$ cat src/rtl/bkpt_pkg.sv
// Package: shared sizes, register layout and encodings for the breakpoint unit.
// Assumes a 32-bit address space and a fixed map of eight debug register indices.
package bkpt_pkg;
    localparam int NUM_BP   = 4;
    localparam int ADDR_W   = 32;
    localparam int DATA_W   = 32;
    localparam int IDX_W    = 3;
    localparam int GD_BIT   = 13;
    localparam int CFG_LSB  = 16;
    localparam int CFG_W    = 4;
    localparam logic [DATA_W-1:0] STAT_MASK = 32'h0000_200F;
    localparam logic [DATA_W-1:0] CTRL_MASK = 32'hFFFF_200F;
    localparam logic [IDX_W-1:0]  IDX_STAT  = 3'd6;
    localparam logic [IDX_W-1:0]  IDX_CTRL  = 3'd7;

    typedef enum logic [1:0] {
        ACC_FETCH = 2'b00,
        ACC_READ  = 2'b01,
        ACC_WRITE = 2'b10,
        ACC_IO    = 2'b11
    } acc_kind_e;

    typedef enum logic [1:0] {
        BK_EXEC  = 2'b00,
        BK_WRITE = 2'b01,
        BK_IO    = 2'b10,
        BK_RW    = 2'b11
    } bp_kind_e;

    // Low-bit mask of a breakpoint window for a length code
    function automatic logic [ADDR_W-1:0] len_mask(input logic [1:0] code);
        case (code)
            2'b00:   return 32'd0;
            2'b01:   return 32'd1;
            2'b11:   return 32'd3;
            default: return 32'd7;
        endcase
    endfunction
endpackage

$ cat src/rtl/bkpt_cmp.sv
// Module: one breakpoint comparator. It checks the kind filter and the byte-range
// overlap between the access and the aligned breakpoint window.
// Assumes the window never wraps past the top of the address space.
module bkpt_cmp
    import bkpt_pkg::*;
#(
    parameter int AW = ADDR_W
) (
    input  logic          en,
    input  logic [1:0]    kind,
    input  logic [1:0]    len,
    input  logic [AW-1:0] base,
    input  logic          acc_valid,
    input  logic [1:0]    acc_kind,
    input  logic [AW-1:0] acc_addr,
    input  logic [1:0]    acc_size,
    output logic          hit
);
    logic [AW-1:0] win_mask;
    logic [AW-1:0] acc_mask;
    logic [AW:0]   win_lo, win_hi, acc_lo, acc_hi;
    logic          kind_ok;
    logic          overlap;

    // Filter the access kind against the breakpoint kind
    always_comb begin
        case (bp_kind_e'(kind))
            BK_EXEC:  kind_ok = (acc_kind == ACC_FETCH);
            BK_WRITE: kind_ok = (acc_kind == ACC_WRITE);
            BK_RW:    kind_ok = (acc_kind == ACC_WRITE) || (acc_kind == ACC_READ);
            default:  kind_ok = (acc_kind == ACC_IO);
        endcase
    end

    // Compute both byte ranges and test them for overlap
    always_comb begin
        win_mask = len_mask(len);
        acc_mask = (AW'(1) << acc_size) - AW'(1);
        win_lo   = {1'b0, base & ~win_mask};
        win_hi   = win_lo | {1'b0, win_mask};
        acc_lo   = {1'b0, acc_addr};
        acc_hi   = acc_lo + {1'b0, acc_mask};
        overlap  = (acc_lo <= win_hi) && (win_lo <= acc_hi);
    end

    assign hit = en && acc_valid && kind_ok && overlap;
endmodule

$ cat src/rtl/bkpt_regs.sv
// Module: debug register file and register-port decoder. It handles aliasing,
// the invalid-opcode refusal, the general-detect fault and the sticky status update.
// Assumes one register access per cycle; responses are registered one cycle later.
module bkpt_regs
    import bkpt_pkg::*;
(
    input  logic                          clk,
    input  logic                          rst_n,
    input  logic                          dbg_ext_en,
    input  logic                          reg_req,
    input  logic                          reg_we,
    input  logic [IDX_W-1:0]              reg_idx,
    input  logic [DATA_W-1:0]             reg_wdata,
    input  logic [NUM_BP-1:0]             hits,
    output logic [DATA_W-1:0]             reg_rdata,
    output logic                          reg_done,
    output logic                          reg_ud,
    output logic                          gd_fire,
    output logic [NUM_BP-1:0][ADDR_W-1:0] bp_addr,
    output logic [DATA_W-1:0]             ctrl_q,
    output logic [DATA_W-1:0]             status_q
);
    logic             is_alias;
    logic [IDX_W-1:0] eff_idx;
    logic             ud_fire;
    logic             do_acc;
    logic [DATA_W-1:0] rd_mux;
    logic [DATA_W-1:0] status_nxt;

    // Decode the index and the fault priority: general detect, then refusal
    always_comb begin
        is_alias = (reg_idx[2:1] == 2'b10);
        eff_idx  = is_alias ? reg_idx + 3'd2 : reg_idx;
        gd_fire  = reg_req && ctrl_q[GD_BIT];
        ud_fire  = reg_req && !gd_fire && is_alias && dbg_ext_en;
        do_acc   = reg_req && !gd_fire && !ud_fire;
    end

    // Select read data for the resolved index
    always_comb begin
        if (eff_idx < IDX_W'(NUM_BP)) rd_mux = bp_addr[eff_idx[1:0]];
        else if (eff_idx == IDX_STAT) rd_mux = status_q;
        else if (eff_idx == IDX_CTRL) rd_mux = ctrl_q;
        else                          rd_mux = '0;
    end

    // Build the next status: software write replaces, matches OR in, GD marks
    always_comb begin
        status_nxt = status_q;
        if (do_acc && reg_we && eff_idx == IDX_STAT) status_nxt = reg_wdata & STAT_MASK;
        status_nxt[NUM_BP-1:0] = status_nxt[NUM_BP-1:0] | hits;
        if (gd_fire) status_nxt[GD_BIT] = 1'b1;
    end

    // Breakpoint address registers
    always_ff @(posedge clk) begin
        if (!rst_n) begin
            bp_addr <= '0;
        end else if (do_acc && reg_we && eff_idx < IDX_W'(NUM_BP)) begin
            bp_addr[eff_idx[1:0]] <= reg_wdata;
        end
    end

    // Control register, with general detect cleared when it fires
    always_ff @(posedge clk) begin
        if (!rst_n) begin
            ctrl_q <= '0;
        end else if (gd_fire) begin
            ctrl_q[GD_BIT] <= 1'b0;
        end else if (do_acc && reg_we && eff_idx == IDX_CTRL) begin
            ctrl_q <= reg_wdata & CTRL_MASK;
        end
    end

    // Status register
    always_ff @(posedge clk) begin
        if (!rst_n) status_q <= '0;
        else        status_q <= status_nxt;
    end

    // Registered port response
    always_ff @(posedge clk) begin
        if (!rst_n) begin
            reg_done  <= 1'b0;
            reg_ud    <= 1'b0;
            reg_rdata <= '0;
        end else begin
            reg_done  <= do_acc;
            reg_ud    <= ud_fire;
            reg_rdata <= (do_acc && !reg_we) ? rd_mux : '0;
        end
    end
endmodule

$ cat src/rtl/bkpt_match_unit.sv
// Module: top of the hardware breakpoint match unit. It runs one comparator per
// breakpoint, collects their hits, and registers the trap and its cause.
// Assumes the access stream and the register port are sampled on the same clock.
module bkpt_match_unit
    import bkpt_pkg::*;
(
    input  logic              clk,
    input  logic              rst_n,
    input  logic              dbg_ext_en,
    input  logic              reg_req,
    input  logic              reg_we,
    input  logic [2:0]        reg_idx,
    input  logic [31:0]       reg_wdata,
    output logic [31:0]       reg_rdata,
    output logic              reg_done,
    output logic              reg_ud,
    input  logic              acc_valid,
    input  logic [1:0]        acc_kind,
    input  logic [31:0]       acc_addr,
    input  logic [1:0]        acc_size,
    output logic              trap,
    output logic [3:0]        trap_hits,
    output logic              trap_gd
);
    logic [NUM_BP-1:0]             hits;
    logic                          gd_fire;
    logic [NUM_BP-1:0][ADDR_W-1:0] bp_addr;
    logic [DATA_W-1:0]             ctrl_q;
    logic [DATA_W-1:0]             status_q;

    bkpt_regs regs_i (
        .clk       (clk),
        .rst_n     (rst_n),
        .dbg_ext_en(dbg_ext_en),
        .reg_req   (reg_req),
        .reg_we    (reg_we),
        .reg_idx   (reg_idx),
        .reg_wdata (reg_wdata),
        .hits      (hits),
        .reg_rdata (reg_rdata),
        .reg_done  (reg_done),
        .reg_ud    (reg_ud),
        .gd_fire   (gd_fire),
        .bp_addr   (bp_addr),
        .ctrl_q    (ctrl_q),
        .status_q  (status_q)
    );

    for (genvar i = 0; i < NUM_BP; i++) begin : g_bp
        localparam int CFG_POS = CFG_LSB + CFG_W * i;
        bkpt_cmp #(.AW(ADDR_W)) cmp_i (
            .en       (ctrl_q[i]),
            .kind     (ctrl_q[CFG_POS +: 2]),
            .len      (ctrl_q[CFG_POS + 2 +: 2]),
            .base     (bp_addr[i]),
            .acc_valid(acc_valid),
            .acc_kind (acc_kind),
            .acc_addr (acc_addr),
            .acc_size (acc_size),
            .hit      (hits[i])
        );
    end

    // Register the trap and its cause for one cycle
    always_ff @(posedge clk) begin
        if (!rst_n) begin
            trap      <= 1'b0;
            trap_hits <= '0;
            trap_gd   <= 1'b0;
        end else begin
            trap      <= (|hits) || gd_fire;
            trap_hits <= hits;
            trap_gd   <= gd_fire;
        end
    end
endmodule

$ cat config.mk
export PLATFORM = sky130hd
export DESIGN_NAME = bkpt_match_unit
export DESIGN_NICKNAME = d
export VERILOG_FILES = /design/src/rtl/bkpt_pkg.sv /design/src/rtl/bkpt_cmp.sv /design/src/rtl/bkpt_regs.sv /design/src/rtl/bkpt_match_unit.sv
export SDC_FILE = /design/constraint.sdc
export NUM_CORES = 1
export LEC_CHECK = 0
export BUFFER_PORTS_ARGS = -buffer_cell sky130_fd_sc_hd__buf_2
export CAP_MARGIN = 10
export CORE_MARGIN = 4
export CORE_UTILIZATION = 43
export DETAILED_ROUTE_END_ITERATION = 10
export GPL_TIMING_DRIVEN = 0
export PLACE_DENSITY = 0.72
export SYNTH_ARGS = -nofsm -noshare
export SYNTH_HDL_FRONTEND = slang
export SYNTH_SLANG_ARGS = --single-unit
$ cat constraint.sdc
create_clock -name clk -period 5.3 [get_ports clk]
set_input_delay 1.06 -clock clk [delete_from_list [all_inputs] [get_ports clk]]
set_output_delay 1.06 -clock clk [all_outputs]
set_load 0.01 [all_outputs]
Yosys cells after proc, flatten, opt, wreduce, memory -nomap -nowiden
Index checks and enable logic that the tools add are counted.
- $add $sub $neg: 3
- multiply operators: 0
- div/mod/pow operators: 0
- $lt $le $gt $ge: 11
- eq/ne operators: 22
- shift operators: 1
- mux-type cells: 19
- bitwise operators: 15
- reductions and logical operators: 46
- operators with widths (kind ; count):
    $le A32 B33 Y1 ; 8
    $mux W32 ; 5
    $and A32 B32 Y32 ; 4
    $bwmux W128 ; 1
    $not A3 Y32 ; 4
    $or A32 B3 Y32 ; 4
    $bmux W32 S2 ; 1
    $demux W32 S2 ; 1
    $pmux W3 S3 ; 4
    $add A32 B32 Y33 ; 1
    $shl A1 B2 Y32 const A ; 1
    $sub A32 B2 Y32 const B ; 1
    $logic_and A1 B1 Y1 ; 27
    $eq A2 B2 Y1 const B ; 11
    $eq A2 B1 Y1 const B ; 9
    $logic_not A2 Y1 ; 9
    $mux W14 ; 1
    $pmux W1 S3 ; 4
    $eq A3 B3 Y1 const B ; 2
    $or A4 B4 Y4 ; 1
    $reduce_and A2 Y1 ; 2
    $reduce_or A4 Y1 ; 1
    $add A3 B2 Y3 const B ; 1
    $logic_not A1 Y1 ; 3
    9 further kinds ; 11
- register bits: 194
- latch bits: 0
- bits in writable memories: 0
- ROM bits: 0
- bits of input ports: 77
- output and inout bits: 40
- memories: 0

Depth between registers and ports, before layout
- depth in word-level cells: 11
- mapped depth: 23
- mapped depth without buffers: 23

Modules after synthesis
From an unflattened synthesis, not the netlist that was laid out.
- cell total of the unflattened synthesis: 2445
- area total of the unflattened synthesis: 20607.3 sq um
- modules (own cells, without submodules) (module ; times used ; cells an instance ; area an instance (sq um) ; seq. area each (sq um)):
    bkpt_regs ; 1 ; 790 ; 8007.7 ; 3763.6
    bkpt_cmp (g_bp[2].cmp_i ...) ; 2 ; 406 ; 3052.9 ; 0.0
    bkpt_cmp (g_bp[0].cmp_i) ; 1 ; 425 ; 3223.1 ; 0.0
    bkpt_cmp (g_bp[1].cmp_i) ; 1 ; 405 ; 3103.0 ; 0.0
    bkpt_match_unit ; 1 ; 13 ; 167.7 ; 120.1

Worst setup path before layout
Ideal clock, no wire load.
- path kind: input -> register
- start: in acc_size[0]
- end: reg trap
- arrival time: 5.407 ns
- required time: 5.175 ns
- slack: -0.232 ns
- stages: 23
- buffers on the path: 0
- path through: or2_2 -> ha_1 -> fa_1 -> a21oi_1 -> nand3b_4 -> a211o_1 -> nand2_1 -> a31oi_1 -> o21ai_0 -> xnor2_1 -> ha_1 -> and3_1 -> nand4_1 -> o21ai_0 -> a211o_1 -> nand4_1 -> and3_1 -> o311ai_0 -> o211ai_1 -> a32o_1 -> o211ai_1 -> nand2_1 -> o41a_1
- word-level cells in the longest chain between the ends: 8
- RTL lines (what ; RTL line ; text):
    from (decl) ; bkpt_match_unit.sv:20 ; input logic [1:0] acc_size,
    $shl A1 B2 Y32 * ; bkpt_cmp.sv:38 ; acc_mask = (AW'(1) << acc_size) - AW'(1);
    $sub A32 B2 Y32 * ; bkpt_cmp.sv:38 ;
    $add A32 B32 Y33 * ; bkpt_cmp.sv:42 ; acc_hi = acc_lo + {1'b0, acc_mask};
    $le A32 B33 Y1 ; bkpt_cmp.sv:43 ; overlap = (acc_lo <= win_hi) && (win_lo <= acc_hi);
    $logic_and A1 B1 Y1 ; bkpt_cmp.sv:43 ;
    $logic_and A1 B1 Y1 ; bkpt_cmp.sv:46 ; assign hit = en && acc_valid && kind_ok && overlap;
    $reduce_or A4 Y1 * ; bkpt_match_unit.sv:71 ; trap <= (|hits) || gd_fire;
    $logic_or A1 B1 Y1 * ; bkpt_match_unit.sv:71 ;
    to (signal assigned) ; bkpt_match_unit.sv:71 ;
    to (decl) ; bkpt_match_unit.sv:21 ; output logic trap,
Every way passes the cells marked *; elsewhere a longest branch is shown, timed or not.
A chain may end at the register's enable or synchronous reset.

Final worst setup path
Ends and elaborated chain as after synthesis.

==> PnR_summary.wiki <==
{| class="wikitable"
! Metric !! Value
|-
| Result of the run || complete, but fails checks
|-
| Violated checks || negative setup slack
|-
| Pwr Density || 214 nW/um2
|-
| CTS tree || yes
|-
| Slowest stage delay, CP || 0.35 ns
|-
| Type of the worst min-delay path || reg2reg
|-
| Number of nets in the layout || ~2500
|-
| Critical-path top delay cell || sky130_fd_sc_hd__fa_2
|-
| Family with the most delay on the worst path || compound AO/OA/AOI/OAI gates
|-
| HPWL Detailed || ~46000 um
|-
| Clk_lat worst skew || between 0.4 and 0.5 ns
|-
| Count of routing violations after the opening detailed-route iteration || between 1500 and 2000
|-
| Mean instance size in the synthesized netlist || about 8.2 um2
|-
| Time the final worst path needs with I/O delays and setup || 5.44 ns
|-
| Cell Count Post-Placement || about 2500
|-
| Number of hold-repair buffers added at the cts stage || 0
|-
| Measured slew at the worst slew-check pin || about 1.0 ns
|-
| Total wirelength of the detailed-routed design || 57300 um
|-
| Via count of the routed design || roughly 16000
|-
| Warnings from Yosys || 0
|-
| Antenna Violating Nets Remaining || 0
|-
| Number of buffers created by CTS || 17
|-
| Number of detailed-routing iterations run before antenna repair || 5
|-
| Vias per std cell || between 6 and 7
|-
| Top flip-flop cell by instance count after synthesis || sky130_fd_sc_hd__dfxtp_1
|-
| Area of the mapped netlist || 15800 um2
|-
| Required arrival time at the worst endpoint || roughly 5.6 ns
|-
| Chip Width || approximately 200 um
|-
| Maxcap violations || 0
|-
| Kind of capture point of the worst setup path || flop
|-
| Pleak || 7.42 nW
|-
| Critical-path maximum fanout || 3
|-
| Core ar. || 35900 um2
|-
| Category of the critical setup timing path || in2reg
|-
| Seq cells post-synth || around 190
|-
| Site Rows || between 60 and 70
|-
| Routed len/inst || between 20 and 25 um
|-
| Share of the yosys chip area belonging to registers || 0.246
|-
| Data arrival time of the critical path || 5.78 ns
|-
| Htree depth || 4
|-
| Global-route wire length before repair || 85900 um
|-
| Most used cell along the critical path || sky130_fd_sc_hd__o211ai_1
|-
| Count of input and output buffers || about 110
|-
| CP bufs+invs || 2
|-
| Unrepaired setup endpoints after global routing || true
|-
| Number of instances in the synthesized netlist || about 1900
|-
| Kind of launch point of the worst setup path || primary input
|-
| Setup Viol. Count Final || 3
|-
| Post-synthesis to final-layout area growth || 16.0%
|-
| Maximum resistive drop on vdd || around 0.25 mV
|-
| Share of synthesized registers carrying an async set or reset || 0
|-
| Maximum clock skew at final layout || between 0.01 and 0.015 ns
|-
| Number of library cell types mapped by synthesis || 100
|-
| Final count of pins violating max slew || 0
|-
| Initial Util || 0.440
|-
| Total global routing overflow || 0
|-
| Share of the cycle needed by the critical path after routing || 1.03
|-
| F_max || about 180 MHz
|-
| Die Y || between 150 and 200 um
|-
| Share of final-layout standard cells stronger than drive strength 1 || 0.151
|-
| Die outline area || roughly 40000 um2
|-
| Normalized max-slew margin || 0.320
|-
| Number of buffers on the longest clock path || 2
|-
| Number of failing hold endpoints at the final stage || 0
|-
| Post-DP Area || 17100 um2
|-
| Final instance area || ~18000 um2
|-
| Number of synthesized flops with an enable pin || 0
|-
| Global router's overall resource usage || 0.280
|-
| Clock edge transition at the registers on the reported setup and hold paths || roughly 0.07 ns
|-
| Post-route DRC violation count || 0
|-
| Final estimated routing congestion in global placement || a little over 1
|-
| Clock Sinks || slightly below 200
|-
| Number of antenna violations at the first check in global routing || 2
|-
| Vias in the first global route || 14700
|-
| Buffer type at the clock tree root || sky130_fd_sc_hd__clkbuf_16
|-
| Final setup slack of the worst path || -0.137 ns
|-
| Final cell count without fillers || 2581
|-
| Io pins || ~120
|-
| Maximum number of pins on one net before global-route repair || 17
|}
through the flow:
step                      worst slack (ns)  setup TNS, ns   util  total power [mW]  hold WS [ns]
after floorplan                     0.0106              0      -              2.18         0.445
after global placement               -1.37          -9.09  0.476              2.48         0.457
after detailed placement             -1.44          -9.58  0.476              2.51         0.476
after CTS                          -0.0846        -0.0846  0.504              3.84         0.486
after global routing                -0.269         -0.960  0.511              4.09         0.508
final                               -0.137         -0.189  0.511              3.93         0.487
synthesized netlist by cell type, types with 16 or more instances:
library cell               instances  area, um2
sky130_fd_sc_hd__a21o_1           51        383
sky130_fd_sc_hd__a21oi_1         244       1220
sky130_fd_sc_hd__a22o_1           16        140
sky130_fd_sc_hd__and2_1           27        169
sky130_fd_sc_hd__clkbuf_1         58        218
sky130_fd_sc_hd__dfxtp_1         194       3880
sky130_fd_sc_hd__ha_1            264       3300
sky130_fd_sc_hd__inv_1           137        514
sky130_fd_sc_hd__mux4_2           36        811
sky130_fd_sc_hd__nand2_1         362       1360
sky130_fd_sc_hd__nand2b_1         18        113
sky130_fd_sc_hd__nand3_1          27        135
sky130_fd_sc_hd__nand4_1          45        282
sky130_fd_sc_hd__nor2_1           55        206
sky130_fd_sc_hd__nor2b_1          31        194
sky130_fd_sc_hd__nor3_1           19       95.1
sky130_fd_sc_hd__o21a_1           19        143
sky130_fd_sc_hd__o21ai_0          55        275
sky130_fd_sc_hd__xnor2_1          26        228
sequential cells by signal, indices dropped and copies added (netlist names):
signal and flops:
regs_i.ctrl_q 21, regs_i.status_q 5, regs_i.reg_ud 1, trap 1
regs_i.bp_addr 128, trap_gd 1, trap_hits 4, regs_i.reg_done 1
regs_i.reg_rdata 32
placed cells by master, fill, tap and decap left out, types with 13 or more instances in the layout:
cell	n
sky130_fd_sc_hd__a211oi_1	14
sky130_fd_sc_hd__a21o_1	51
sky130_fd_sc_hd__a21oi_1	241
sky130_fd_sc_hd__a22o_1	16
sky130_fd_sc_hd__and2_1	25
sky130_fd_sc_hd__buf_2	115
sky130_fd_sc_hd__buf_4	30
sky130_fd_sc_hd__clkbuf_1	59
sky130_fd_sc_hd__clkbuf_16	17
sky130_fd_sc_hd__conb_1	29
sky130_fd_sc_hd__dfxtp_1	194
sky130_fd_sc_hd__ha_1	259
sky130_fd_sc_hd__inv_1	137
sky130_fd_sc_hd__mux4_2	36
sky130_fd_sc_hd__nand2_1	358
sky130_fd_sc_hd__nand2b_1	18
sky130_fd_sc_hd__nand3_1	26
sky130_fd_sc_hd__nand4_1	45
sky130_fd_sc_hd__nor2_1	55
sky130_fd_sc_hd__nor2b_1	31
sky130_fd_sc_hd__nor3_1	16
sky130_fd_sc_hd__o211ai_1	13
sky130_fd_sc_hd__o21a_1	19
sky130_fd_sc_hd__o21ai_0	46
sky130_fd_sc_hd__xnor2_1	21
power breakdown:
part           total, mW  switching [mW]  internal, mW
combinational       1.12           0.686         0.437
clock               1.30           0.599         0.706
sequential          1.50          0.0240          1.47
worst reg2reg max path, stage by stage (launching register included):
cell                       delay (ns)
sky130_fd_sc_hd__dfxtp_1         0.46
sky130_fd_sc_hd__inv_1           0.08
sky130_fd_sc_hd__ha_1            0.30
sky130_fd_sc_hd__nand4_1         0.15
sky130_fd_sc_hd__nor2_1          0.18
sky130_fd_sc_hd__and3_1          0.22
sky130_fd_sc_hd__nand2_1         0.15
sky130_fd_sc_hd__nor4_1          0.72
sky130_fd_sc_hd__a221oi_1        0.17
sky130_fd_sc_hd__a31oi_1         0.48
sky130_fd_sc_hd__nor3_1          0.10
sky130_fd_sc_hd__nand3_1         0.23
sky130_fd_sc_hd__o32ai_4         0.14
sky130_fd_sc_hd__o41a_1          0.42
per-layer routing:
layer | routed length (um) | global-route usage | part of all wire
met1 | 23500 | 0.382 | 0.41
met2 | 25800 | 0.447 | 0.45
met3 | 5360 | 0.0435 | 0.094
met4 | 2690 | 0.116 | 0.047
met5 | 0 | 0 | 0
layout make-up:
type / instances / area (um2)
fillers: 3435 / 17600
diodes: 1 / 2.50
inverters: 138 / 518
flip-flops and latches: 194 / 3880
clock inverters: 11 / 130
repair buffers: 143 / 801
plain buffers: 68 / 270
well taps: 461 / 577
clock buffers: 19 / 443
multi-input cells: 1546 / 11700
path summary, 6_finish.rpt:
| path | startpoint | endpoint | slack [ns] | cells after the start |
|---|---|---|---|---|
| min reg2reg | regs_i.ctrl_q[29]$_SDFFE_PN0P_ | regs_i.ctrl_q[29]$_SDFFE_PN0P_ | 0.49 | 2 |
| min | regs_i.ctrl_q[29]$_SDFFE_PN0P_ | regs_i.ctrl_q[29]$_SDFFE_PN0P_ | 0.49 | 2 |
| max reg2reg | regs_i.bp_addr[122]$_SDFFE_PN0P_ | trap$_SDFF_PN0_ | 1.38 | 13 |
| max | acc_size[0] | trap$_SDFF_PN0_ | -0.14 | 25 |
logic make-up after synthesis:
kind of cell	count (synthesis)	synth area share
AOI/OAI and AO/OA	495	0.199
xor gates and xnor gates	46	0.0322
adders and majority gates	279	0.219
buffers and inverters	206	0.0498
DFF	194	0.246
muxes	46	0.0578
other	1	0.000237
and+or+nand+nor	651	0.196
what timing repair did:
action,4_1_cts,5_1_grt
endpoints found under the setup margin,9,8
cloned,0,0
setup buffers,15,14
gates resized for setup,56,25
pin swaps,26,34
Power figures use the tool's default switching activity.
